`src/rtl/umem_arb_pkg.sv`:
```
package umem_arb_pkg;
  typedef struct packed {
    logic grantData;
    logic fetchEn;
    logic bubble;
  } arbStrobes_t;
endpackage

```
`src/rtl/umem_arb_ctrl.sv`:
```
module umem_arb_ctrl
  import umem_arb_pkg::*;
(
  input  logic        clk,
  input  logic        rstN,
  input  logic        ifValid,
  input  logic        memValid,
  input  logic        memIsAccess,
  output arbStrobes_t strobes
);
  logic dataReq;

  // Older Mem-stage access always wins the port over fetch.
  always_comb begin
    dataReq           = memValid & memIsAccess;
    strobes.grantData = rstN & dataReq;
    strobes.fetchEn   = rstN & ifValid & ~dataReq;
    strobes.bubble    = rstN & ifValid & dataReq;
  end

  assert_data_priority_R2: assert property (@(posedge clk) disable iff (!rstN)
    (memValid && memIsAccess) |-> (strobes.grantData && !strobes.fetchEn));

  assert_no_block_R3: assert property (@(posedge clk) disable iff (!rstN)
    (ifValid && !(memValid && memIsAccess)) |-> strobes.fetchEn);

endmodule

```
`src/rtl/umem_arb_datapath.sv`:
```
module umem_arb_datapath
  import umem_arb_pkg::*;
#(
  parameter int                ADDR_W   = 16,
  parameter int                DATA_W   = 32,
  parameter int                PC_STEP  = 4,
  parameter logic [ADDR_W-1:0] RESET_PC = '0
) (
  input  logic              clk,
  input  logic              rstN,
  input  arbStrobes_t       strobes,
  input  logic              memIsStore,
  input  logic [ADDR_W-1:0] memDataAddr,
  input  logic [DATA_W-1:0] memRdata,
  output logic [ADDR_W-1:0] portAddr,
  output logic              portWe,
  output logic [ADDR_W-1:0] pc,
  output logic [DATA_W-1:0] ifidInstr,
  output logic              ifidValid
);
  localparam logic [ADDR_W-1:0] STEP = ADDR_W'(PC_STEP);

  logic [ADDR_W-1:0] pcQ;
  logic [DATA_W-1:0] instrQ;
  logic              validQ;

  always_ff @(posedge clk or negedge rstN) begin
    if (!rstN) begin
      pcQ    <= RESET_PC;
      instrQ <= '0;
      validQ <= 1'b0;
    end else if (strobes.fetchEn) begin
      pcQ    <= pcQ + STEP;
      instrQ <= memRdata;
      validQ <= 1'b1;
    end else begin
      validQ <= 1'b0;
    end
  end

  always_comb begin
    portAddr  = strobes.grantData ? memDataAddr : pcQ;
    portWe    = strobes.grantData & memIsStore;
    pc        = pcQ;
    ifidInstr = instrQ;
    ifidValid = validQ;
  end

  assert_pc_advance_R4: assert property (@(posedge clk) disable iff (!rstN)
    strobes.fetchEn |=> (pcQ == $past(pcQ) + STEP) && validQ);

  assert_pc_hold_R5: assert property (@(posedge clk) disable iff (!rstN)
    !strobes.fetchEn |=> $stable(pcQ) && $stable(instrQ) && !validQ);

  assert_bubble_empty_R6: assert property (@(posedge clk) disable iff (!rstN)
    strobes.bubble |=> !validQ);

endmodule

```
`src/rtl/umem_fetch_arb.sv`:
```
module umem_fetch_arb
  import umem_arb_pkg::*;
#(
  parameter int                ADDR_W   = 16,
  parameter int                DATA_W   = 32,
  parameter int                PC_STEP  = 4,
  parameter logic [ADDR_W-1:0] RESET_PC = '0
) (
  input  logic              clk,
  input  logic              rstN,
  input  logic              ifValid,
  input  logic              memValid,
  input  logic              memIsAccess,
  input  logic              memIsStore,
  input  logic [ADDR_W-1:0] memDataAddr,
  input  logic [DATA_W-1:0] memRdata,
  output logic              grantData,
  output logic              fetchEn,
  output logic              idBubble,
  output logic [ADDR_W-1:0] portAddr,
  output logic              portWe,
  output logic [ADDR_W-1:0] pc,
  output logic [DATA_W-1:0] ifidInstr,
  output logic              ifidValid
);
  arbStrobes_t strobes;

  umem_arb_ctrl uCtrl (
    .clk(clk), .rstN(rstN), .ifValid(ifValid), .memValid(memValid),
    .memIsAccess(memIsAccess), .strobes(strobes)
  );

  umem_arb_datapath #(
    .ADDR_W(ADDR_W), .DATA_W(DATA_W), .PC_STEP(PC_STEP), .RESET_PC(RESET_PC)
  ) uData (
    .clk(clk), .rstN(rstN), .strobes(strobes), .memIsStore(memIsStore),
    .memDataAddr(memDataAddr), .memRdata(memRdata), .portAddr(portAddr),
    .portWe(portWe), .pc(pc), .ifidInstr(ifidInstr), .ifidValid(ifidValid)
  );

  always_comb begin
    grantData = strobes.grantData;
    fetchEn   = strobes.fetchEn;
    idBubble  = strobes.bubble;
  end

  assert_reset_port_R1: assert property (@(posedge clk)
    !rstN |-> (!grantData && !fetchEn));

endmodule

```
`config.mk`:
```
export PLATFORM = sky130hd
export DESIGN_NAME = umem_fetch_arb
export DESIGN_NICKNAME = d
export VERILOG_FILES = /design/src/rtl/umem_arb_pkg.sv /design/src/rtl/umem_arb_ctrl.sv /design/src/rtl/umem_arb_datapath.sv /design/src/rtl/umem_fetch_arb.sv
export SDC_FILE = /design/constraint.sdc
export NUM_CORES = 1
export LEC_CHECK = 0
export CORE_MARGIN = 3
export CORE_UTILIZATION = 41
export DETAILED_ROUTE_END_ITERATION = 10
export PLACE_DENSITY = 0.95
export SYNTH_ARGS = -nofsm -noshare
export SYNTH_HDL_FRONTEND = slang
export SYNTH_SLANG_ARGS = --single-unit
```
`constraint.sdc`:
```
create_clock -name clk -period 4.3 [get_ports clk]
set_input_delay 1.075 -clock clk [delete_from_list [all_inputs] [get_ports clk]]
set_output_delay 1.075 -clock clk [all_outputs]
set_load 0.005 [all_outputs]
```
==> Word-level counts from Yosys, hierarchy flattened <==
Index checks and enable logic that the tools add are counted.
{ "op_classes": {"add_sub_neg": 1, "mul": 0, "n_div": 0, "magnitude_cmp": 0, "eq_ne": 0, "n_shift": 0, "mux": 2, "bitwise_logic": 7, "reduce_logical": 0} }
{ "ops": {"columns": ["op", "count"], "rows": [
  ["adder 16 x 3 -> 16 bit (second input constant)", 1],
  ["2-to-1 mux 16 bit", 1],
  ["bitwise AND 1 bit", 6],
  ["2-to-1 mux 1 bit", 1],
  ["NOT 1 bit", 1]
]} }
{ "word_totals": {"ff_bits": 49, "latchBits": 0, "mem_bits_rw": 0, "rom_bits": 0, "input_bits": 54, "out_inout_bits": 69, "wordCells": 13, "memories": 0} }

==> Depth between registers and ports, before layout <==
Gate-level depths: netlist of run 1.
{ "logic_depth": {"ltp_word": 4, "depth_mapped": 5, "ltp_nobuf": 5} }

==> Cells and area by module <==
Synthesis of run 1 repeated with hierarchy kept, for this count alone.
{ "unflattened": {"cells_unflattened": 149, "area_unflattened_um2": 2080.7} }
{ "modules_own_cells": {"columns": ["mod", "n_inst", "cells_each", "area_each_um2", "seq_area_each_um2"], "rows": [
  ["umem_arb_datapath", 1, 144, 2057.0, 1176.1],
  ["umem_arb_ctrl", 1, 5, 23.8, 0.0]
]} }

==> Worst setup path after synthesis of run 1 <==
OpenSTA, ideal clock, no wires.
{ "synth_path": {"path_type": "input-to-output", "from": "in rstN", "to": "out portAddr[10]", "arrival_ns": 1.806, "required_ns": 3.225, "slack_ns": 1.419, "path_stages": 4, "n_path_buf": 2, "path_cell_list": "and3_1 buf_6 buf_12 mux2_4"} }
{ "synth_via": {"elab_chain_cells": 2} }
{ "synth_rtl": {"columns": ["element", "line_no", "text"], "rows": [
  ["start: declaration", "umem_fetch_arb.sv:10", "input logic rstN,"],
  ["bitwise AND 1 bit", "umem_arb_ctrl.sv:16", "strobes.grantData = rstN & dataReq;"],
  ["via grantData", "umem_fetch_arb.sv:17", "output logic grantData,"],
  ["2-to-1 mux 16 bit", "umem_arb_datapath.sv:42", "portAddr = strobes.grantData ? memDataAddr : pcQ;"],
  ["end: declaration", "umem_fetch_arb.sv:20", "output logic [ADDR_W-1:0] portAddr,"]
]} }
The timed path passes the listed nets, and every way through them passes these cells.

==> Worst setup path after layout of run 1 <==
{ "layout_path": {"from": "in memValid", "to": "out portAddr[9]"} }
{ "layout_via": {"elab_chain_cells": 3} }
{ "layout_rtl": {"columns": ["element", "line_no", "text"], "rows": [
  ["start: declaration", "umem_fetch_arb.sv:12", "input logic memValid,"],
  ["bitwise AND 1 bit", "umem_arb_ctrl.sv:15", "dataReq = memValid & memIsAccess;"],
  ["bitwise AND 1 bit", "umem_arb_ctrl.sv:16", null],
  ["2-to-1 mux 16 bit", "umem_arb_datapath.sv:42", null]
]} }
Every way passes these cells.

==> metrics.yaml, run 1 <==
vias_per_cell: 4.83
rsz0062_at_grt: "false"
min_period_over_period_pct: 92.0
crit_arrival_ns: 2.88
netSwitchingFraction_pct: 25.9
grtUsageMet2_pct: 32.3
gp_congestion: 0.738
worst_pin_slew_ns: 0.591
p_int_mw: 0.943
seq_power_share_pct: 46.1
period_minus_slack_ns: 3.96
crit_fanout: 14
dpl_cell_area_mm2: 0.00338
cts_root_buf: "clkbuf_8"
grt_pass1_wl_mm: 8.70
yosys-top-cells-area: "dfrtp_1, mux2_2, xnor2_1"
setup_violations: 0
grt_pass1_vias: 1835
antenna_found_initial: 0
fin_nets: 325
yosys.area.top_type: "dfrtp_1"
htreeDepth: 2
skew_ns: 0.00774
fin_cells: 338
final_util_pct: 71.0
drt_drc_violations_left: 0
fmax_mhz: 253
drt_iter0_drc: 53
start_util_pct: 43.6
setup_slack_ns: 0.345
ys_warn_count: 0
hold_class: "register to register"
synthDistinctLibCells: 22
wl_per_cell_um: 15.5
power.leakage_nw: 1.41
clock_path_buffers: 2
cts_resized: 0
p_switching_mw: 0.330
stdcell_area_mm2: 0.00347
cp-start-kind: "input pin"
criticalPathCategory: "input pin to output pin"
syn_inst: 145
cap_viol_max_count: 0
pre_cts_ws_ns: 0.326
ctsHoldBuffers: 0
hpwl_mm: 4.03
outcome: "finished, final reports clean"
hold_viol: 0
via_count: 1631
drv_slew: 0
holdWs_ns: 0.510
drtAntennaViolNets: 0
power_density_mw_per_mm2: 367
worstPathRequired_ns: 3.22
maxSlewHeadroom_pct: 60.6
drtPass1Iterations: 4
placementRows: 25
syn_area_mm2: 0.00213
clkPwrFrac_pct: 19.5
grt_usage_pct: 18.1
cts.clk_slew.worst_paths_ns: 0.08
area_growth_syn_to_layout_pct: 62.9
clk_latency_ns: 0.29
ir_worst_vdd_v: 0.000227
grt-busiest-layer: "met2"
gr-usage-met3_pct: 9.06
grt.met1_usage_pct: 19.2
cp-end-kind: "output pin"
p_comb_share_pct: 34.3
ys_ff_latch: 47
avgSynthCellArea_um2: 14.7
cts_num_sinks: 47
die_area_mm2: 0.00609
cts_buffers: 5
grt_overflow: 0
dp.cells: 330
die_w_um: 78.0
power.total_mw: 1.27
synth-seq-area-share_pct: 55.3
cts_tree: "built"
drt_wl_total_mm: 5.24
drive_gt1_share_pct: 23.6
setup_tns_ns: 0
portBuffers: 120
core_area_mm2: 0.00488
yosysTopAreaCellShare_pct: 55.3
grt_start_max_net_pins: 49
ios: 123
diodes: 0
die_height_um: 78.0
post-cts-setup-buffers: 0
## power groups by stage
stage | logic [mW] | registers [mW] | clock network [mW]
2_1_floorplan | 0.138 | 0.593 | 0
3_3_place_gp | 0.430 | 0.590 | 0
3_5_place_dp | 0.443 | 0.597 | 0
4_1_cts | 0.446 | 0.589 | 0.261
5_1_grt | 0.474 | 0.601 | 0.281
6_report | 0.437 | 0.587 | 0.249
## cell usage in the layout (no fill, tap or decap), drive strengths merged, types with 2 or more instances in the layout
cell / count
and3: 2
clkdlybuf4s50: 119
nand3: 4
xor2: 3
xnor2: 10
buf: 6
nand4: 4
dfrtp: 47
and4: 2
and2: 6
mux2: 47
clkbuf: 7
conb: 2
nand2: 6
## routing by layer
layer / wire length [µm] / part of all wire [%]
met5: 0 / 0
met4: 23 / 0.44
met3: 573 / 11
met2: 2640 / 50
met1: 2000 / 38
## area by class of cell
type	count	area (µm²)
Tap cell	67	83.8
Fill cell	366	1410
Multi-Input combinational cell	91	878
Timing Repair Buffer	125	1250
Sequential cell	47	1180
Clock buffer	7	76.3
Clock inverter	1	5.00
## cells in the mapped netlist
master and instances:
a2111oi_4 1, a211oi_1 1, a21oi_4 1, and2_1 6, and3_1 2, and4_1 1
and4_2 1, buf_12 1, buf_4 6, buf_6 1, conb_1 1, dfrtp_1 47
ha_1 1, mux2_2 42, mux2_4 5, nand2_1 4, nand2_2 2, nand3_1 4
nand4_1 4, nor2_1 1, xnor2_1 10, xor2_1 3
## logic make-up (layout without fill, tap and decap cells)
family	after synthesis	count (layout)	synth area share [%]
XOR/XNOR	13	13	5.35
multiplexers	47	47	25.8
other	1	2	0.176
adder cells (fa/ha/maj)	1	1	0.588
AO/OA/AOI/OAI	3	3	2.41
AND/OR/NAND/NOR	25	25	6.82
buffers and inverters	8	133	3.59
flip-flops	47	47	55.3
## sequential cells by signal, summed over array words and instances (netlist names)
register	flops
uData.ifidInstr	32
uData.pc	14
uData.ifidValid	1
## path summary, 6_finish.rpt
kind                                             to  depth (start not counted)  slack, ns          startpoint
worst min-delay path             uData.ifidInstr[2]                          1       0.51  uData.ifidInstr[2]
worst max-delay path                    portAddr[9]                          5       0.34            memValid
worst max register to register         uData.pc[10]                          5       2.75         uData.pc[2]
max in group asynchronous       uData.ifidInstr[27]                          2       2.98                rstN
min in group asynchronous        uData.ifidInstr[5]                          2       0.92                rstN
worst min register to register   uData.ifidInstr[2]                          1       0.51  uData.ifidInstr[2]
## critical path, cell delays in order
cell             delay (ns)
clkdlybuf4s50_1        0.49
and3_1                 0.34
buf_12                 0.19
mux2_2                 0.34
clkdlybuf4s50_1        0.45
(Power assumes the default switching activity.)
==> run 2, diff against run 1 <==
Settings changed: RECOVER_POWER set to 50.
==> run 2 against run 1 <==
Compared with the run above: die area is the same; clock power is essentially flat; largest power group unchanged; critical path depth is the same; total power shrank 1.9%; sequential power is essentially flat; cell count is the same.
==> metrics.yaml, run 2 (synthesis gave the netlist of run 1 again) <==
setup_violations: 0  # unchanged
grt_usage_pct: 18.1  # unchanged
wl_per_cell_um: 15.5  # -0.27%
crit_arrival_ns: 2.88  # about the same
grt_pass1_wl_mm: 8.70  # unchanged
area_growth_syn_to_layout_pct: 62.9  # about the same
die_area_mm2: 0.00609  # unchanged
period_minus_slack_ns: 3.96  # +0.00108 ns
power_density_mw_per_mm2: 361  # -1.8%
hpwl_mm: 4.03  # unchanged
fin_cells: 338  # unchanged
critPathBufInv: 3  # unchanged
clk_latency_ns: 0.29  # about the same
drtAntennaViolNets: 0  # unchanged
drt_drc_violations_left: 0  # unchanged
worstPathCellList: "clkdlybuf4s50_1, and3_1, buf_12, mux2_2, clkdlybuf4s50_1"
portBuffers: 120  # unchanged
grt_overflow: 0  # unchanged
htreeDepth: 2  # unchanged
cp_slowest_cell: "clkdlybuf4s50_1"
drive_gt1_share_pct: 23.2  # -0.37 points
vias_per_cell: 4.81  # -0.37%
start_util_pct: 43.6  # unchanged
fmax_mhz: 253  # about the same
fin_nets: 325  # unchanged
worstPathRequired_ns: 3.22  # about the same
cts_resized: 0  # unchanged
routed-wl-met2_mm: 2.64  # -0.30%
gp_congestion: 0.738  # unchanged
cts_tree: "built"
drt_wl_total_mm: 5.23  # -0.27%
ctsHoldBuffers: 0  # unchanged
cp-end-kind: "output pin"
core_area_mm2: 0.00488  # unchanged
skew_ns: 0.00783  # +0.0000850 ns
routed-wl-met3_um: 557  # -2.8%
hold_class: "register to register"
route.layer.met1.wl_mm: 2.01  # +0.50%
power.leakage_nw: 1.42  # +0.91%
clock_path_buffers: 2  # unchanged
ios: 123  # unchanged
maxSlewHeadroom_pct: 60.5  # -0.065 points
pre_cts_ws_ns: 0.326  # unchanged
ir_worst_vdd_v: 0.000223  # -2.1%
hold_viol: 0  # unchanged
worst_pin_slew_ns: 0.592  # +0.000973 ns
crit_family: "buffers and inverters"
drt_iter0_drc: 47  # -11%
cts.clk_slew.worst_paths_ns: 0.08  # about the same
via_count: 1625  # -0.37%
drtPass1Iterations: 4  # unchanged
topRoutingLayerUsed: "met4"
cts_root_buf: "clkbuf_8"
die_w_um: 78.0  # unchanged
largest_reg_flops: 32  # unchanged
crit_fanout: 14  # unchanged
cap_viol_max_count: 0  # unchanged
antenna_found_initial: 0  # unchanged
cp-start-kind: "input pin"
final_common_cell: "clkdlybuf4s50_1"
grt_start_max_net_pins: 49  # unchanged
criticalPathCategory: "input pin to output pin"
grt_pass1_vias: 1835  # unchanged
cts_num_sinks: 47  # unchanged
drv_slew: 0  # unchanged
crit_top_cell: "clkdlybuf4s50_1"
cts_buffers: 5  # unchanged
die_height_um: 78.0  # unchanged
diodes: 0  # unchanged
slowest_delay_ns: 0.49  # about the same
placementRows: 25  # unchanged
setup_slack_ns: 0.344  # -0.00108 ns
rsz0062_at_grt: "false"
dp.cells: 330  # unchanged
post-cts-setup-buffers: 0  # unchanged
final_cell_mix: "clkdlybuf4s50_1, dfrtp_1, mux2_2"
holdWs_ns: 0.505  # -0.00544 ns
outcome: "finished, final reports clean"
min_period_over_period_pct: 92.0  # about the same
setup_tns_ns: 0  # unchanged
## run 2: changes by cell type in the layout (fill, tap and decap cells not counted), sizes merged
cell | previous run | this run
dlygate4sd3 | 0 | 33
clkbuf | 7 | 8
buf | 6 | 5
clkdlybuf4s50 | 119 | 86
## run 2: final timing paths
kind | startpoint | end | slack [ns] | cells after the start
max | memValid | portAddr[9] | 0.34 | 5
min | uData.ifidInstr[2] | uData.ifidInstr[2] | 0.50 | 1
max reg2reg | uData.pc[2] | uData.pc[10] | 2.75 | 5
min reg2reg | uData.ifidInstr[2] | uData.ifidInstr[2] | 0.50 | 1
max in group asynchronous | rstN | uData.ifidInstr[27] | 2.92 | 2
min in group asynchronous | rstN | uData.ifidInstr[5] | 0.98 | 2
## run 2: where the power goes
part           total, mW  internal (mW)  switching [mW]  leakage (nW)
Sequential         0.585          0.521          0.0635         0.576
Combinational      0.416          0.287           0.130         0.801
Clock              0.249          0.114           0.134        0.0422
Total               1.25          0.922           0.327          1.42
## run 2: cell type report
class	instances	area, µm²
multi-input cells	91	878
well taps	67	83.8
clock inverters	1	5.00
repair buffers	125	1240
clock buffers	7	76.3
fillers	367	1420
flip-flops and latches	47	1180
## run 2: per-layer routing
metal  vias up  GRT usage [%]
met5         -              0
met4         0           4.20
li1        755              -
met3         2           9.06
met2        82           32.3
met1       786           19.2
## run 2: per-stage QoR
stage	power (mW)	util [%]	area, µm²
2_1_floorplan	0.731	-	2130
3_3_place_gp	1.02	69.4	3380
3_5_place_dp	1.04	69.4	3380
4_1_cts	1.30	71.0	3470
5_1_grt	1.33	71.0	3460
6_report	1.25	71.0	3460
==> run 3, diff against run 2 <==
Settings changed: ABC_AREA set to 1, PLACE_DENSITY 0.95 to 0.94.
==> run 3 against run 2 <==
Compared with the run above: the flow now finishes with violations (max-capacitance violations, max-slew violations); die area up 2.9%; setup slack got worse by 0.043 ns; total power rose by 17%; synthesized area increased by 3.1%; maximum frequency shrank 1.1%; global-route usage up 2.0 points; combinational power is 31% higher; synthesized cell count grew 90%; clock power grew 23%; final area grew 0.98%; count of clock-buffer cells in the layout fell by 1; wire length up 14%.
==> metrics.yaml, run 3 <==
rsz0062_at_grt: "false"
hold_class: "register to register"
start_util_pct: 44.4  # +0.79 points
cp-end-kind: "output pin"
grt_start_max_net_pins: 48  # -2.0%
drt_wl_total_mm: 5.98  # +14%
synth.most_common_cell: "nand2_1"
core_area_mm2: 0.00494  # +1.3%
multiInputGateArea_um2: 840  # -4.4%
maxSlewHeadroom_pct: -64.6  # -130 points
drt_iter0_drc: 117  # +150%
yosys.area.top_type: "dfrtp_1"
regToRegEndpoint: "uData.pc[14]"
pre_cts_ws_ns: 0.309  # -0.0176 ns
cts_buffers: 5  # unchanged
cts.clk_slew.worst_paths_ns: 0.08  # about the same
cts_root_buf: "clkbuf_8"
htreeDepth: 2  # unchanged
cts_resized: 0  # unchanged
largest_reg_flops: 32  # unchanged
fin_nets: 450  # +38%
reg2reg_from: "uData.pc[5]"
syn_area_mm2: 0.00219  # +3.1%
outcome: "finished, violations left"
cp_slowest_cell: "clkdlybuf4s50_1"
diodes: 0  # unchanged
hpwl_mm: 4.60  # +14%
synthDistinctLibCells: 18  # -18%
cp-start-kind: "input pin"
fmax_mhz: 250  # -1.1%
drtPass1Iterations: 4  # unchanged
cap_viol_max_count: 3  # +3
clock_path_buffers: 2  # unchanged
async_reset_ff_share_pct: 100  # unchanged
clk_latency_ns: 0.28  # about the same
grt_pass1_wl_mm: 10.2  # +17%
final_cell_mix: "nand2_1, clkdlybuf4s50_1, dfrtp_1"
critPathBufInv: 4  # +1
avgSynthCellArea_um2: 7.95  # -46%
drt_drc_violations_left: 0  # unchanged
period_minus_slack_ns: 4.00  # +0.0429 ns
worstPathRequired_ns: 3.22  # about the same
antenna_found_initial: 0  # unchanged
drtAntennaViolNets: 0  # unchanged
crit_top_cell: "nand2_1"
die_w_um: 79.1  # +1.4%
area_growth_syn_to_layout_pct: 59.5
crit_end: "portAddr[13]"
n_fill_cell: 426  # +16%
worstPathCellList: "clkdlybuf4s50_1, nand2_1, inv_1, nand2_1, inv_2, nand2_1, o21ai_0, clkdlybuf4s50_1"
criticalPathCategory: "input pin to output pin"
crit_fanout: 26  # +12
yosys-top-cells-area: "dfrtp_1, nand2_1, inv_1"
seq_area_mm2: 0.00118  # unchanged
die_area_mm2: 0.00626  # +2.9%
setup_violations: 0  # unchanged
vias_per_cell: 4.66  # -3.0%
crit_family: "buffers and inverters"
drive_gt1_share_pct: 3.04  # -20 points
die_height_um: 79.1  # +1.4%
ios: 123  # unchanged
power.total_mw: 1.47  # +17%
via_count: 2154  # +33%
cp-startpoint: "memValid"
final_util_pct: 70.8  # -0.22 points
wl_per_cell_um: 12.9  # -16%
min_period_over_period_pct: 93.0  # +1.0 points
reg2reg_slack_ns: 2.94  # +0.19 ns
portBuffers: 120  # unchanged
synth-seq-area-share_pct: 53.6  # -1.7 points
post-cts-setup-buffers: 0  # unchanged
worst_pin_slew_ns: 2.47  # +1.88 ns
slowest_delay_ns: 0.55  # +0.06 ns
placementRows: 25  # unchanged
ir_worst_vdd_v: 0.000238  # +6.8%
synth-edff-count: 0  # unchanged
syn_inst: 276  # +90%
synth-main-ff-cell: "dfrtp_1"
skew_ns: 0.00298  # -0.00485 ns
ys_ff_latch: 47  # unchanged
crit_arrival_ns: 2.92  # +0.04 ns
cts_tree: "built"
setup_slack_ns: 0.301  # -0.0429 ns
final_common_cell: "nand2_1"
gp_congestion: 0.806  # +9.2%
cts_num_sinks: 47  # unchanged
setup_tns_ns: 0  # unchanged
drv_slew: 123  # +123
yosysTopAreaCellShare_pct: 53.6  # -1.7 points
reg2regPathDepth: 7  # +2
hold_viol: 0  # unchanged
cp.depth: 8  # +3
power.leakage_nw: 1.73  # +22%
grt_pass1_vias: 2238  # +22%
netlist_top_cells_count: "nand2_1, dfrtp_1, inv_1"
grt_overflow: 0  # unchanged
violations: "max-capacitance violations, max-slew violations"
power_density_mw_per_mm2: 419  # +16%
grt_usage_pct: 20.2  # +2.0 points
ctsHoldBuffers: 0  # unchanged
ys_warn_count: 0  # unchanged
run 3: cell count changes after synthesis, sizes merged, moves of 6 or more:
cell | previous run | this run
mux2 | 47 | 0
o21ai | 0 | 12
xor2 | 3 | 9
nor2 | 1 | 13
xnor2 | 10 | 0
and2 | 6 | 0
inv | 0 | 24
nand2 | 6 | 145
run 3: final cells by class:
class | count | area share (%)
well taps | 67 | 2.40
clock inverters | 1 | 0.858
inverters | 24 | 2.58
repair buffers | 123 | 34.5
multi-input cells | 194 | 24.0
flip-flops and latches | 47 | 33.6
clock buffers | 6 | 2.07
run 3: worst min-delay path by stage:
stage	cells after the start	to	start	slack [ns]
after floorplan	2	uData.ifidInstr[0]	uData.ifidInstr[0]	0.47
after global placement	2	uData.ifidInstr[30]	uData.ifidInstr[30]	0.46
after detailed placement	2	uData.ifidInstr[26]	uData.ifidInstr[26]	0.46
after CTS	2	uData.ifidInstr[26]	uData.ifidInstr[26]	0.49
after global routing	2	uData.ifidInstr[26]	uData.ifidInstr[26]	0.50
final	2	uData.ifidInstr[12]	uData.ifidInstr[12]	0.48
run 3: cell families after synthesis:
group	share of synthesized area, %
compound gates	2.74
simple gates	31.1
buf+inv	8.16
flops	53.6
xor+xnor	3.59
fa+ha+maj	0.570
other cells	0.171
run 3: worst register-to-register path, cell delays in order (launching register included):
cell and delay [ns]:
dfrtp_1 0.46, nand2_2 0.15, nor2_2 0.14, nand2_2 0.07, nor2_1 0.23, nand3_1 0.10, nand2_1 0.08, inv_1 0.04
run 3: report_power, final:
group	total [mW]	internal [mW]	leakage [nW]	switching (mW)
Sequential	0.614	0.530	0.561	0.0836
Clock	0.307	0.171	0.0513	0.136
Combinational	0.545	0.325	1.12	0.220
Total	1.47	1.03	1.73	0.440
run 3: stage by stage:
stage	hold WS, ns	instances	area (µm²)
6_report	0.475	462	3500
5_1_grt	0.502	462	3500
4_1_cts	0.486	462	3510
3_5_place_dp	0.464	455	3410
3_3_place_gp	0.461	455	3410
2_1_floorplan	0.472	277	2200
run 3: layer usage:
metal  wire length [µm]  global-route usage (%)  vias to the layer above
met5                  0                       0                        -
met4                 64                    6.01                        0
met3                563                    6.58                        8
met2               2980                    36.7                      102
met1               2370                    22.2                      980
li1                   -                       -                     1064
